$ cat config.mk
export PLATFORM = sky130hd
export DESIGN_NAME = rxsf_status_flags
export DESIGN_NICKNAME = d
export VERILOG_FILES = /design/src/rtl/rxsf_pkg.sv /design/src/rtl/rxsf_rst_sync.sv /design/src/rtl/rxsf_flag_cell.sv /design/src/rtl/rxsf_irq_gen.sv /design/src/rtl/rxsf_status_flags.sv
export SDC_FILE = /design/constraint.sdc
export NUM_CORES = 1
export LEC_CHECK = 0
export CAP_MARGIN = 0
export CORE_AREA = 2 2 39 41
export CTS_CLUSTER_DIAMETER = 200
export DETAILED_ROUTE_END_ITERATION = 8
export DIE_AREA = 0 0 41 43
export PLACE_DENSITY = 0.79
export SYNTH_ARGS = -nofsm -noshare
export SYNTH_HDL_FRONTEND = slang
export SYNTH_SLANG_ARGS = --single-unit
$ cat constraint.sdc
create_clock -name clk_i -period 1.5 [get_ports clk_i]
set_input_delay 0.225 -clock clk_i [delete_from_list [all_inputs] [get_ports clk_i]]
set_output_delay 0.225 -clock clk_i [all_outputs]
set_load 0.05 [all_outputs]
$ cat src/rtl/rxsf_pkg.sv
package rxsf_pkg;
  localparam int unsigned NUM_FLAGS = 7;
  localparam int unsigned W1C_W     = 3;
  localparam int unsigned IE_W      = 5;

  localparam int unsigned F_CTRL    = 0;
  localparam int unsigned F_PAR     = 1;
  localparam int unsigned F_BLK     = 2;
  localparam int unsigned F_SYNC    = 3;
  localparam int unsigned F_FRAME   = 4;
  localparam int unsigned F_SFAIL   = 5;
  localparam int unsigned F_TMO     = 6;

  localparam int unsigned W1C_BASE  = F_PAR;
  localparam int unsigned ERR_BASE  = F_FRAME;
  localparam int unsigned ERR_N     = NUM_FLAGS - ERR_BASE;
  localparam int unsigned IE_ERR    = IE_W - 1;

  typedef logic [NUM_FLAGS-1:0] flag_vec_t;
endpackage

$ cat src/rtl/rxsf_rst_sync.sv
module rxsf_rst_sync #(
  parameter int unsigned STAGES = 2
) (
  input  logic clk_i,
  input  logic rst_ni,
  output logic rst_sync_no
);
  logic [STAGES-1:0] pipe_q;
  logic [STAGES-1:0] pipe_d;

  always_comb begin
    pipe_d = {pipe_q[STAGES-2:0], 1'b1};
  end

  always_ff @(posedge clk_i or negedge rst_ni) begin
    if (!rst_ni) pipe_q <= '0;
    else         pipe_q <= pipe_d;
  end

  assign rst_sync_no = pipe_q[STAGES-1];
endmodule

$ cat src/rtl/rxsf_flag_cell.sv
module rxsf_flag_cell (
  input  logic clk_i,
  input  logic rst_ni,
  input  logic set_i,
  input  logic clr_i,
  input  logic kill_i,
  output logic flag_o
);
  logic flag_q;
  logic flag_d;
  logic upd;

  always_comb begin
    upd = set_i | clr_i | kill_i;
    if (kill_i)      flag_d = 1'b0;
    else if (set_i)  flag_d = 1'b1;
    else if (clr_i)  flag_d = 1'b0;
    else             flag_d = flag_q;
  end

  always_ff @(posedge clk_i or negedge rst_ni) begin
    if (!rst_ni)  flag_q <= 1'b0;
    else if (upd) flag_q <= flag_d;
  end

  assign flag_o = flag_q;
endmodule

$ cat src/rtl/rxsf_irq_gen.sv
module rxsf_irq_gen
  import rxsf_pkg::*;
(
  input  logic            clk_i,
  input  logic            rst_ni,
  input  flag_vec_t       flags_i,
  input  logic [IE_W-1:0] en_i,
  output logic            irq_o
);
  logic [NUM_FLAGS-1:0] en_exp;
  logic                 req_d;
  logic                 req_q;

  always_comb begin
    for (int i = 0; i < NUM_FLAGS; i++) begin
      if (i < ERR_BASE) en_exp[i] = en_i[i];
      else              en_exp[i] = en_i[IE_ERR];
    end
    req_d = |(flags_i & en_exp);
  end

  always_ff @(posedge clk_i or negedge rst_ni) begin
    if (!rst_ni) req_q <= 1'b0;
    else         req_q <= req_d;
  end

  assign irq_o = req_q;
endmodule

$ cat src/rtl/rxsf_status_flags.sv
module rxsf_status_flags
  import rxsf_pkg::*;
#(
  parameter int unsigned RST_STAGES = 2
) (
  input  logic                 clk_i,
  input  logic                 rst_ni,
  input  logic                 rx_en_i,
  input  logic                 ctrl_evt_i,
  input  logic                 par_err_evt_i,
  input  logic                 blk_start_evt_i,
  input  logic                 sync_done_evt_i,
  input  logic                 frame_err_evt_i,
  input  logic                 sync_fail_evt_i,
  input  logic                 timeout_evt_i,
  input  logic                 ctrl_rd_i,
  input  logic [W1C_W-1:0]     w1c_i,
  input  logic [IE_W-1:0]      irq_en_i,
  output logic [NUM_FLAGS-1:0] status_o,
  output logic                 irq_o
);
  logic      rst_int_n;
  flag_vec_t set_v;
  flag_vec_t clr_v;
  flag_vec_t kill_v;
  flag_vec_t flags;

  rxsf_rst_sync #(.STAGES(RST_STAGES)) u_rst (
    .clk_i       (clk_i),
    .rst_ni      (rst_ni),
    .rst_sync_no (rst_int_n)
  );

  always_comb begin
    set_v          = '0;
    set_v[F_CTRL]  = ctrl_evt_i;
    set_v[F_PAR]   = par_err_evt_i;
    set_v[F_BLK]   = blk_start_evt_i;
    set_v[F_SYNC]  = sync_done_evt_i;
    set_v[F_FRAME] = frame_err_evt_i & flags[F_SYNC];
    set_v[F_SFAIL] = sync_fail_evt_i;
    set_v[F_TMO]   = timeout_evt_i;
  end

  always_comb begin
    clr_v         = '0;
    clr_v[F_CTRL] = ctrl_rd_i;
    for (int i = 0; i < W1C_W; i++) clr_v[W1C_BASE+i] = w1c_i[i];
  end

  always_comb begin
    kill_v = '0;
    for (int i = 0; i < ERR_N; i++) kill_v[ERR_BASE+i] = ~rx_en_i;
  end

  for (genvar g = 0; g < NUM_FLAGS; g++) begin : g_flag
    rxsf_flag_cell u_cell (
      .clk_i  (clk_i),
      .rst_ni (rst_int_n),
      .set_i  (set_v[g]),
      .clr_i  (clr_v[g]),
      .kill_i (kill_v[g]),
      .flag_o (flags[g])
    );
  end

  rxsf_irq_gen u_irq (
    .clk_i   (clk_i),
    .rst_ni  (rst_int_n),
    .flags_i (flags),
    .en_i    (irq_en_i),
    .irq_o   (irq_o)
  );

  assign status_o = flags;
endmodule

==> flow_summary.toml <==
[setup_path]
path_class = "reg -> out"
reg2reg_from = "g_flag[5].u_cell.flag_o"
end_kind = "output pin"
cp-startpoint = "g_flag[3].u_cell.flag_o"
cp_cell_sequence = "buf_12"
worst-path-buf-inv = 1
worstPathMaxFanout = 4
critPathRequiredTime_ns = 1.27
worst_r2r_endpoint = "u_irq.irq_o"
reg2reg_depth = 2
r2r_slack_ns = 0.58
critPathLaunchType = "flop"
crit_path_end = "status_o[3]"
worstPathArrival_ns = 0.87
crit_family = "flip-flops"
crit_slowest_cell = "dfrtp_1"
max_stage_delay_ns = 0.44
cp.depth = 1

[final_layout]
stdcell_count = 72
drive_gt1_share_pct = 19.64
final_core_util_pct = 50.45
register_area_um2 = 250.2
nNetsFinal = 77
area_delta_synth_final_pct = 72.22
fill_cells = 128
multi_input_area_um2 = 87.58
num_antenna_cells = 0

[clock_tree]
cts_buffers = 3
cts_tree = "yes"
insertion_delay_ns = 0.25
clkTransAtPathRegs_ns = 0.06
cts_root_buf = "clkbuf_4"
clockBufferDepth = 2
cts_setup_buffers = 0
h-tree-depth = 1
cts_sinks = 10
hold_buffers = 0
cts_resized = 0

[floorplanning]
dieArea_um2 = 1763
std_cell_rows = 14
start_util_pct = 29.29
die_w_um = 41
die_y_um = 43
io_pins = 27
core_um2 = 1384

[place]
place.gp.congestion = 0.6339
dpl.cell_count = 69
port_buffers = 26
hpwl_um = 667.9

[yosys]
ys_async_sr_fraction_pct = 100.0
synth_nets = 53
yosysSeqAreaShare_pct = 61.73
ys_ff_latch = 10
synth_top_area_share_pct = 61.73
yosys-top-cells-count = "dfrtp_1, buf_4, a21o_1, inv_1"
syn_area_um2 = 405.4
yosysTopAreaCell = "dfrtp_1"
synthCells = 34
synth.most_common_cell = "dfrtp_1"
ys_top_cells_by_area = "dfrtp_1, buf_4, a21o_1"
yosysWarnings = 0
synth_edf_count = 0
synth-main-ff-cell = "dfrtp_1"
yosysUniqueCellTypes = 11
avgSynthCellArea_um2 = 11.92

[sta]
fmax_mhz = 909.7
hold_violations = 0
min_period_over_period_pct = 73.29
maxSlewViolCount = 0
rsz0062_at_grt = "false"
fin_crit_ns = 1.099
setup_viol = 0
clock_skew_ns = 0.004928
tns_ns = 0

[grt]
grt_pass1_wl_um = 1297
grt_max_degree = 9
gr-total-overflow = 0
grt_pass1_vias = 345
track_usage_pct = 11.76
antenna_found_initial = 0

[power_and_ir_drop]
ir_drop_mv = 0.5730
leakagePower_nw = 0.3217
powerDensity_nw_per_um2 = 929.5
power_w = 0.0006490

[routing]
vias = 318
viasPerCell = 4.417
firstDrtPassIters = 2
ant_nets = 0
drc = 0
first_iter_violations = 1
routed_wl_um = 788
route.detailed.wl_per_inst_um = 10.94

[worst_hold_path]
hold_path.class = "reg -> async"

[run]
max_cap_violations = 0

[run_status]
status = "finished clean"
==> power by group <==
| group | switching, W | internal (W) | total, W | leakage [nW] |
|---|---|---|---|---|
| clock network | 0.0000773 | 0.0000919 | 0.000169 | 0.0138 |
| logic | 0.0000759 | 0.0000954 | 0.000171 | 0.194 |
| registers | 0.0000210 | 0.000288 | 0.000309 | 0.114 |
==> per-layer routing <==
metal	wire length (um)	GRT usage, %
met4	0	2.000
met2	427	18.75
met5	0	0
met1	260	11.30
met3	100	9.948
==> kinds of logic after synthesis <==
family | synth area share, %
buffers and inverters | 16.67
other | 0.9250
AO/OA/AOI/OAI | 17.90
flip-flops | 61.73
AND/OR/NAND/NOR | 2.778
==> layout by cell type (no fill, tap or decap), drive strengths merged <==
master         instances
dfrtp                 10
a21oi                  1
a22oi                  2
clkbuf                 3
o31ai                  1
nor2b                  1
a21o                   4
buf                    8
o21a                   2
clkdlybuf4s50         18
nand3                  1
inv                    4
conb                   1
==> metrics by stage <==
step	cell area, um2	worst slack [ns]	hold WS [ns]
after floorplan	405.4	0.6891	-0.07059
after global placement	675.6	0.4773	0.1399
after detailed placement	675.6	0.4328	0.1379
after CTS	698.2	0.3979	0.1306
after global routing	698.2	0.3615	0.1190
final	698.2	0.4007	0.1204
==> sequential cells by signal, indices dropped and copies added (netlist names) <==
register and flops:
u_rst.pipe_q 2, u_irq.irq_o 1, g_flag.u_cell.flag_o 7
==> how the worst min path moves through the flow <==
stage                     from                       to  slack (ns)  cells past startpoint
6_report       u_rst.pipe_q[1]  g_flag[1].u_cell.flag_o        0.12                      0
5_1_grt                 rst_ni          u_rst.pipe_q[1]        0.12                      1
4_1_cts                 rst_ni          u_rst.pipe_q[1]        0.13                      1
3_5_place_dp   u_rst.pipe_q[1]  g_flag[3].u_cell.flag_o        0.14                      0
3_3_place_gp   u_rst.pipe_q[1]  g_flag[1].u_cell.flag_o        0.14                      0
2_1_floorplan           rst_ni          u_rst.pipe_q[0]       -0.07                      0
==> layout make-up <==
class | count | share of cell area, %
repair buffers | 26 | 43.37
inverters | 4 | 2.151
multi-input cells | 13 | 12.54
clock buffers | 3 | 3.226
well taps | 16 | 2.867
flip-flops and latches | 10 | 35.84
Power figures use the tool's default switching activity.
